[config.mk]
export PLATFORM = sky130hd
export DESIGN_NAME = secded_codec
export DESIGN_NICKNAME = d
export VERILOG_FILES = /design/src/rtl/secded_pkg.sv /design/src/rtl/secded_enc.sv /design/src/rtl/secded_dec.sv /design/src/rtl/secded_stage.sv /design/src/rtl/secded_codec.sv
export SDC_FILE = /design/constraint.sdc
export NUM_CORES = 1
export LEC_CHECK = 0
export CAP_MARGIN = 10
export CORE_ASPECT_RATIO = 1.2
export CORE_MARGIN = 2
export CORE_UTILIZATION = 47
export DETAILED_ROUTE_END_ITERATION = 8
export PLACE_DENSITY = 0.84
export SYNTH_ARGS = -nofsm -noshare
export SYNTH_HDL_FRONTEND = slang
export SYNTH_SLANG_ARGS = --single-unit
[constraint.sdc]
create_clock -name clk -period 3.35 [get_ports clk]
set_input_delay 0.67 -clock clk [delete_from_list [all_inputs] [get_ports clk]]
set_output_delay 0.67 -clock clk [all_outputs]
set_load 0.05 [all_outputs]
[src/rtl/secded_pkg.sv]
package secded_pkg;
  localparam int DATA_W = 4;
  localparam int CHK_W  = 3;
  localparam int HAM_W  = (1 << CHK_W) - 1;
  localparam int CODE_W = HAM_W + 1;
  localparam int SYN_W  = CHK_W;
  localparam int FLAG_W = 4;
  localparam int DRES_W = FLAG_W + SYN_W + DATA_W;

  typedef struct packed {
    logic clean;
    logic fixed;
    logic chkerr;
    logic dbl;
  } dec_flags_t;

  // Hamming position (1-based) of data bit i: the i-th non-power-of-two position
  function automatic int data_pos(input int i);
    int n;
    int res;
    n = 0;
    res = 0;
    for (int p = 1; p <= HAM_W; p++) begin
      if ((p & (p - 1)) != 0) begin
        if (n == i) res = p;
        n++;
      end
    end
    return res;
  endfunction
endpackage

[src/rtl/secded_enc.sv]
module secded_enc
  import secded_pkg::*;
(
  input  logic [DATA_W-1:0] data,
  output logic [CODE_W-1:0] code
);
  logic [HAM_W-1:0] ham;

  always_comb begin
    ham = '0;
    for (int i = 0; i < DATA_W; i++) ham[data_pos(i)-1] = data[i];
    for (int k = 0; k < CHK_W; k++) begin
      for (int p = 1; p <= HAM_W; p++) begin
        if (p != (1 << k) && ((p >> k) & 1) == 1)
          ham[(1 << k) - 1] = ham[(1 << k) - 1] ^ ham[p-1];
      end
    end
  end

  assign code = {^ham, ham};
endmodule

[src/rtl/secded_dec.sv]
module secded_dec
  import secded_pkg::*;
(
  input  logic [CODE_W-1:0] word,
  output logic [DATA_W-1:0] data,
  output logic [SYN_W-1:0]  syn,
  output dec_flags_t        flags
);
  logic par_err;
  logic syn_nz;
  logic chk_pos;

  always_comb begin
    syn = '0;
    for (int k = 0; k < CHK_W; k++) begin
      for (int p = 1; p <= HAM_W; p++) begin
        if (((p >> k) & 1) == 1) syn[k] = syn[k] ^ word[p-1];
      end
    end
  end

  assign par_err = ^word;
  assign syn_nz  = |syn;
  assign chk_pos = $onehot0(syn);

  assign flags.clean  = !par_err && !syn_nz;
  assign flags.dbl    = !par_err && syn_nz;
  assign flags.chkerr = par_err && chk_pos;
  assign flags.fixed  = par_err && !chk_pos;

  for (genvar i = 0; i < DATA_W; i++) begin : g_fix
    localparam int POS = data_pos(i);
    assign data[i] = word[POS-1] ^ (flags.fixed && (syn == SYN_W'(POS)));
  end
endmodule

[src/rtl/secded_stage.sv]
module secded_stage #(
  parameter int W = 8
) (
  input  logic         clk,
  input  logic         rst_n,
  input  logic         in_valid,
  output logic         in_ready,
  input  logic [W-1:0] in_data,
  output logic         out_valid,
  input  logic         out_ready,
  output logic [W-1:0] out_data
);
  assign in_ready = !out_valid || out_ready;

  always_ff @(posedge clk) begin
    if (!rst_n) begin
      out_valid <= 1'b0;
      out_data  <= '0;
    end else if (in_valid && in_ready) begin
      out_valid <= 1'b1;
      out_data  <= in_data;
    end else if (out_ready) begin
      out_valid <= 1'b0;
    end
  end

  p_accept_r9: assert property (@(posedge clk) disable iff (!rst_n)
    (in_valid && in_ready) |=> out_valid);
  p_drain_r9: assert property (@(posedge clk) disable iff (!rst_n)
    (!in_valid && out_ready) |=> !out_valid);
  p_hold_r10: assert property (@(posedge clk) disable iff (!rst_n)
    (out_valid && !out_ready) |=> (out_valid && $stable(out_data)));
  p_stall_r10: assert property (@(posedge clk) disable iff (!rst_n)
    (out_valid && !out_ready) |-> !in_ready);
endmodule

[src/rtl/secded_codec.sv]
module secded_codec
  import secded_pkg::*;
(
  input  logic              clk,
  input  logic              rst_n,
  input  logic              enc_in_valid,
  output logic              enc_in_ready,
  input  logic [DATA_W-1:0] enc_in_data,
  output logic              enc_out_valid,
  input  logic              enc_out_ready,
  output logic [CODE_W-1:0] enc_out_code,
  input  logic              dec_in_valid,
  output logic              dec_in_ready,
  input  logic [CODE_W-1:0] dec_in_word,
  output logic              dec_out_valid,
  input  logic              dec_out_ready,
  output logic [DATA_W-1:0] dec_out_data,
  output logic [SYN_W-1:0]  dec_out_syndrome,
  output logic              dec_out_clean,
  output logic              dec_out_fixed,
  output logic              dec_out_chkerr,
  output logic              dec_out_double
);
  logic [CODE_W-1:0] enc_code_c;
  logic [DATA_W-1:0] dec_data_c;
  logic [SYN_W-1:0]  dec_syn_c;
  dec_flags_t        dec_flags_c;
  dec_flags_t        dec_flags_q;
  logic [DRES_W-1:0] dec_res_q;

  secded_enc u_enc (.data(enc_in_data), .code(enc_code_c));

  secded_stage #(.W(CODE_W)) u_enc_stage (
    .clk(clk), .rst_n(rst_n),
    .in_valid(enc_in_valid), .in_ready(enc_in_ready), .in_data(enc_code_c),
    .out_valid(enc_out_valid), .out_ready(enc_out_ready), .out_data(enc_out_code)
  );

  secded_dec u_dec (.word(dec_in_word), .data(dec_data_c), .syn(dec_syn_c), .flags(dec_flags_c));

  secded_stage #(.W(DRES_W)) u_dec_stage (
    .clk(clk), .rst_n(rst_n),
    .in_valid(dec_in_valid), .in_ready(dec_in_ready),
    .in_data({dec_flags_c, dec_syn_c, dec_data_c}),
    .out_valid(dec_out_valid), .out_ready(dec_out_ready), .out_data(dec_res_q)
  );

  assign {dec_flags_q, dec_out_syndrome, dec_out_data} = dec_res_q;
  assign dec_out_clean  = dec_flags_q.clean;
  assign dec_out_fixed  = dec_flags_q.fixed;
  assign dec_out_chkerr = dec_flags_q.chkerr;
  assign dec_out_double = dec_flags_q.dbl;

  p_even_code_r2: assert property (@(posedge clk) disable iff (!rst_n)
    enc_out_valid |-> (^enc_out_code == 1'b0));
  p_one_flag_r8: assert property (@(posedge clk) disable iff (!rst_n)
    dec_out_valid |-> $onehot({dec_out_clean, dec_out_fixed, dec_out_chkerr, dec_out_double}));
  p_clean_syn_r3: assert property (@(posedge clk) disable iff (!rst_n)
    (dec_out_valid && dec_out_clean) |-> (dec_out_syndrome == '0));
  p_double_raw_r7: assert property (@(posedge clk) disable iff (!rst_n)
    (dec_in_valid && dec_in_ready && !(^dec_in_word) && dec_syn_c != '0) |=>
    (dec_out_double && dec_out_data == $past({dec_in_word[6:4], dec_in_word[2]})));
endmodule

==> results of run 1 <==
-- power groups by stage --
| stage | registers, mW | clock network (mW) | logic, mW |
|---|---|---|---|
| floorplan | 0.366 | 0 | 0.141 |
| global placement | 0.288 | 0 | 0.308 |
| detailed placement | 0.289 | 0 | 0.314 |
| CTS | 0.283 | 0.125 | 0.315 |
| global route | 0.286 | 0.133 | 0.337 |
| finish | 0.283 | 0.120 | 0.313 |
-- registers in the layout, indices dropped and copies added (netlist names) --
signal                 cells
u_dec_stage.out_data      11
u_dec_stage.out_valid      1
u_enc_stage.out_data       8
u_enc_stage.out_valid      1
-- metal layers --
metal	share of wire (%)	up-vias	GRT usage (%)
met2	54	38	36.59
met4	1.5	0	10.61
met5	0	-	0
met1	39	453	16.97
li1	-	508	-
met3	5.7	4	3.608
-- worst min path at each step --
stage                            startpoint                      end  slack, ns
floorplan           u_dec_stage.out_data[8]  u_dec_stage.out_data[8]       0.67
global placement    u_dec_stage.out_data[8]  u_dec_stage.out_data[8]       0.44
detailed placement  u_dec_stage.out_data[8]  u_dec_stage.out_data[8]       0.45
CTS                 u_dec_stage.out_data[8]  u_dec_stage.out_data[8]       0.47
global route        u_dec_stage.out_data[8]  u_dec_stage.out_data[8]       0.49
finish              u_dec_stage.out_data[8]  u_dec_stage.out_data[8]       0.46
-- kinds of logic after synthesis --
kind of cell               share of synthesized area [%]
AOI/OAI and AO/OA                                  19.27
adders and majority gates                          1.107
and+or+nand+nor                                    18.94
DFF                                                37.21
buffers and inverters                              3.544
xor gates and xnor gates                           19.93
-- layout make-up --
type,instances,area (µm²)
clock buffers,4,26.28
repair buffers,41,407.9
well taps,31,38.79
multi-input cells,94,669.4
inverters,3,16.27
fillers,203,703.2
flip-flops and latches,21,420.4
-- worst max-delay path: stages --
cell and delay (ns):
clkdlybuf4s50_1 0.45, nand2b_1 0.22, clkdlybuf4s50_1 0.85
-- placed cells by master, fill, tap and decap left out, types with 2 or more instances in the layout --
cell and instances:
inv_1 2, xor2_1 5, nand3_1 4, a21boi_0 6
nor2_1 3, nand2_1 18, nand2b_1 2, clkbuf_4 3
a21oi_1 2, xnor2_1 7, clkdlybuf4s50_1 40, dfxtp_1 21
o2111ai_1 2, o21ai_0 12, and2_1 7, xnor2_2 2
xnor3_2 2, or3_1 3, a31oi_1 4, o211a_1 2
==> flow_summary_export.csv, run 1 <==
group,metric,value,unit
run_status,outcome,"finished, final reports clean",
setup_path,arrival,2.19,ns
yosys,ys_seq_area_share,37.21,%
setup_path,cp-endpoint,"enc_in_ready",
power_and_ir_drop,internal_power,442.0,µW
power_and_ir_drop,p_per_area,453.2,mW/mm²
cells_and_area,area_growth,39.76,%
setup_path,cp-start-kind,"input port",
power_and_ir_drop,ir_drop,0.3242,mV
cells_and_area,drive_above_1_share,7.362,%
yosys,yosys-top-cells-area,"dfxtp_1, nand2_1, xnor2_1, o21ai_0, xnor3_2",
sta,hold_ws,0.4594,ns
die,start_util,49.51,%
clock_tree,cts_resized,0,
drt,ant_nets,0,
place,dp_hpwl,1928,µm
sta,setup_viol,0,
sta,setup_tns,0,ns
die,pin_count,41,
setup_path,crit_required,2.68,ns
power_and_ir_drop,report.power.total,715.7,µW
sta,clock_skew,0.002674,ns
yosys,netlist.area_leader.share,37.21,%
die,num_rows,19,
yosys,synth.net_count,143,
cells_and_area,finalNetCount,183,
yosys,syn-instance-count,124,
setup_path,cp_max_fo,7,
yosys,synth_enable_flop_cells,0,
yosys,ys.warnings.count,0,
yosys,synth.most_common_cell,"dfxtp_1",
grt,antenna_found_initial,0,
clock_tree,clockBufferDepth,2,
sta,period_needed,2.860,ns
setup_path,r2r-start,"u_enc_stage.out_valid",
setup_path,r2r-end,"u_enc_stage.out_data[0]",
power_and_ir_drop,pwr-share-seq,39.5,%
min_path,holdPathStages,2,
die,coreArea,0.002282,mm²
setup_path,critical_path.startpoint,"enc_out_ready",
drt,vias,1003,
yosys,synth_seq_cells,21,
sta,worst_slew_pin_slew,0.5177,ns
die,die_h,57.71,µm
yosys,netlist.top_cell.by_area,"dfxtp_1",
clock_tree,post_cts_buffers,0,
clock_tree,cts_max_level,1,
clock_tree,numCtsBuffers,3,
drt,post_drt_wl_per_cell,12.13,µm
grt,grt_max_degree,22,
drt,drtIter0Drc,6,
sta,setup_ws,0.4899,ns
power_and_ir_drop,power.switching,273.7,µW
power_and_ir_drop,p_comb_share,43.7,%
sta,rsz0062_at_grt,"no",
sta,slew_headroom,65.38,%
clock_tree,root_buffer,"clkbuf_4",
die,fp.dieArea,0.002814,mm²
sta,finalCritPeriodShare,85.38,%
job,drv_cap,0,
yosys,synthesis.area,0.001130,mm²
yosys,syn_area_per_cell,9.112,µm²
sta,fmax,349.6,MHz
cells_and_area,antennaDiodeCount,0,
place,placed_cell_area,0.001553,mm²
clock_tree,clkLatencyLatePin,0.30,ns
clock_tree,clkTransAtPathRegs,0.11,ns
drt,drt-vias-per-instance,5.170,
grt,grt_pass1_vias,977,
sta,hold_violations,0,
clock_tree,ctsHoldBuffers,0,
grt,grt_pass1_wl,3981,µm
yosys,synthFlopType,"dfxtp_1",
power_and_ir_drop,leakage,0.6187,nW
cells_and_area,utilization,69.19,%
grt,track_usage,18.28,%
clock_tree,clock_sinks,21,
yosys,yosysUniqueCellTypes,34,
setup_path,rr_worst_depth,5,
drt,drc,0,
drt,totalWireLength,2354,µm
place,pre_cts_ws,0.2073,ns
min_path,hold_path.class,"register to register",
die,die_w,48.76,µm
sta,drv_slew,0,
grt,grt_overflow,0,
clock_tree,cts_tree,"done",
place,gp_congestion,0.8355,
yosys,synthTopCellsByCount,"dfxtp_1, nand2_1, o21ai_0",
place,placed_cells,190,
drt,firstDrtPassIters,4,
cells_and_area,instances_no_fill,194,
setup_path,criticalPathCategory,"input port to primary output",
yosys,async_reset_ff_share,0,%
power_and_ir_drop,p_clk_share,16.7,%
power_and_ir_drop,switching_share,38.24,%
setup_path,end_kind,"primary output",
place,io_buffers,40,
setup_path,rrSetupSlack,2.11,ns
cells_and_area,design_area,0.001579,mm²
Power figures use the tool's default switching activity.
==> run 2: changes to the inputs <==
CORE_UTILIZATION = 46   (was 47)
CTS_BUF_LIST = sky130_fd_sc_hd__clkbuf_4 sky130_fd_sc_hd__clkbuf_8   (was unset)
PLACE_DENSITY = 0.82   (was 0.84)
TNS_END_PERCENT = 20   (was unset)
clock period = 2.65 ns   (was 3.35 ns; I/O delays follow)
==> flow_summary_export.csv, run 2 (same netlist as run 1, synthesis figures left out) <==
group,metric,value,unit
die,die_w,49.24,µm
cells_and_area,instances_no_fill,202,
drt,drc,0,
grt,grt_overflow,0,
drt,firstDrtPassIters,4,
cells_and_area,multi_input_area,669.4,µm²
clock_tree,cts_resized,0,
place,dp_hpwl,2030,µm
place,placed_cell_area,0.001620,mm²
die,fp.dieArea,0.002870,mm²
sta,period_needed,2.518,ns
cells_and_area,layout_commonest_cell,"clkdlybuf4s50_1",
place,gp_congestion,0.8432,
cells_and_area,finalNetCount,191,
job,drv_cap,0,
cells_and_area,drive_above_1_share,13.45,%
clock_tree,cts_max_level,1,
setup_path,slowest_stage,"clkdlybuf4s50_1",
sta,slew_headroom,62.62,%
setup_path,arrival,2.75,ns
drt,ant_nets,0,
clock_tree,numCtsBuffers,3,
power_and_ir_drop,p_per_area,570.0,mW/mm²
cells_and_area,reg.largest.list,"u_dec_stage.out_data: 11 flops, u_enc_stage.out_data: 8 flops",
setup_path,cpPeakStageDelay,0.49,ns
sta,rsz0062_at_grt,"no",
die,num_rows,19,
sta,fmax,397.1,MHz
drt,drtIter0Drc,20,
die,start_util,49.00,%
drt,totalWireLength,2472,µm
min_path,hold_path.class,"register to register",
clock_tree,root_buffer,"clkbuf_4",
cells_and_area,area_growth,46.07,%
cells_and_area,n_fill_cell,177,
power_and_ir_drop,leakage,0.6667,nW
grt,track_usage,18.17,%
die,coreArea,0.002306,mm²
setup_path,cp_max_fo,4,
clock_tree,ctsHoldBuffers,0,
clock_tree,cts_tree,"done",
setup_path,criticalPathCategory,"input port to register",
sta,setup_viol,0,
setup_path,crit_required,2.88,ns
setup_path,path_buf_inv,2,
sta,finalCritPeriodShare,95.02,%
cells_and_area,final_cell_mix,"clkdlybuf4s50_1, dfxtp_1, nand2_1, o21ai_0, buf_4",
grt,grt_max_degree,22,
clock_tree,clock_sinks,21,
cells_and_area,antennaDiodeCount,0,
sta,clock_skew,0.001897,ns
place,pre_cts_ws,-0.1827,ns
drt,drt-vias-per-instance,5.158,
power_and_ir_drop,report.power.total,940.8,µW
die,pin_count,41,
sta,hold_violations,0,
sta,worst_slew_pin_slew,0.5590,ns
setup_path,cp-start-kind,"input port",
drt,vias,1042,
sta,drv_slew,0,
cells_and_area,top_register,"u_dec_stage.out_data",
clock_tree,clkLatencyLatePin,0.29,ns
cells_and_area,seqCellArea,420.4,µm²
cells_and_area,largest_reg_flops,11,
grt,antenna_found_initial,0,
run_status,outcome,"finished, final reports clean",
place,io_buffers,40,
cells_and_area,utilization,71.57,%
grt,grt_pass1_wl,4071,µm
die,die_h,58.29,µm
clock_tree,post_cts_buffers,0,
clock_tree,clkTransAtPathRegs,0.11,ns
power_and_ir_drop,ir_drop,0.4001,mV
setup_path,end_kind,"register",
drt,post_drt_wl_per_cell,12.24,µm
setup_path,path_delay_family,"XOR/XNOR gates",
grt,grt_pass1_vias,1015,
place,placed_cells,198,
setup_path,path_cells,"clkdlybuf4s50_1 > xnor3_2 > xor2_2 > clkinv_4 > ha_1 > o2111ai_1 > or3_1 > a31oi_1",
cells_and_area,design_area,0.001650,mm²
sta,setup_ws,0.1319,ns
clock_tree,clockBufferDepth,2,
==> run 2: changes by cell type in the layout (fill, tap and decap cells not counted) <==
cell,before,now
clkbuf_4,3,4
clkdlybuf4s50_1,40,38
buf_4,1,10
buf_12,0,1
clkbuf_1,1,0
==> run 2: tightest hold or removal path: cells and delay by family (launching register included) <==
family,cells,cell delay [ns]
AND/OR/NAND/NOR,1,0.05
flip-flops,1,0.32
AO/OA/AOI/OAI,1,0.05
==> run 2: final cells by class <==
type / count / area share [%]
multi-input combinational: 94 / 40.56
clock buffer: 4 / 1.820
sequential: 21 / 25.47
tap: 31 / 2.350
timing repair buffer: 49 / 28.81
inverter: 3 / 0.9856
==> run 2: power by group <==
part / switching [mW] / internal [mW]
Sequential: 0.0129 / 0.344
Clock: 0.0896 / 0.0688
Combinational: 0.248 / 0.178
==> run 2: path summary, 6_finish.rpt <==
path	cells past startpoint	slack, ns	startpoint	end
worst max-delay path	8	0.13	dec_in_word[4]	u_dec_stage.out_data[3]
worst min-delay path	2	0.46	u_dec_stage.out_data[8]	u_dec_stage.out_data[8]
worst max register to register	5	1.33	u_enc_stage.out_valid	u_enc_stage.out_data[7]
worst min register to register	2	0.46	u_dec_stage.out_data[8]	u_dec_stage.out_data[8]
==> run 2: metrics by stage <==
| step | setup TNS (ns) | hold WS (ns) |
|---|---|---|
| floorplan | 0 | 0.6689 |
| global placement | -0.2339 | 0.4388 |
| detailed placement | -0.6001 | 0.4459 |
| CTS | 0 | 0.4616 |
| global route | 0 | 0.4803 |
| finish | 0 | 0.4580 |
==> run 2: metal layers <==
| layer | track usage [%] | wire length [µm] |
|---|---|---|
| met5 | 0 | 0 |
| met4 | 6.122 | 25 |
| met3 | 3.553 | 139 |
| met2 | 37.84 | 1375 |
| met1 | 17.35 | 931 |
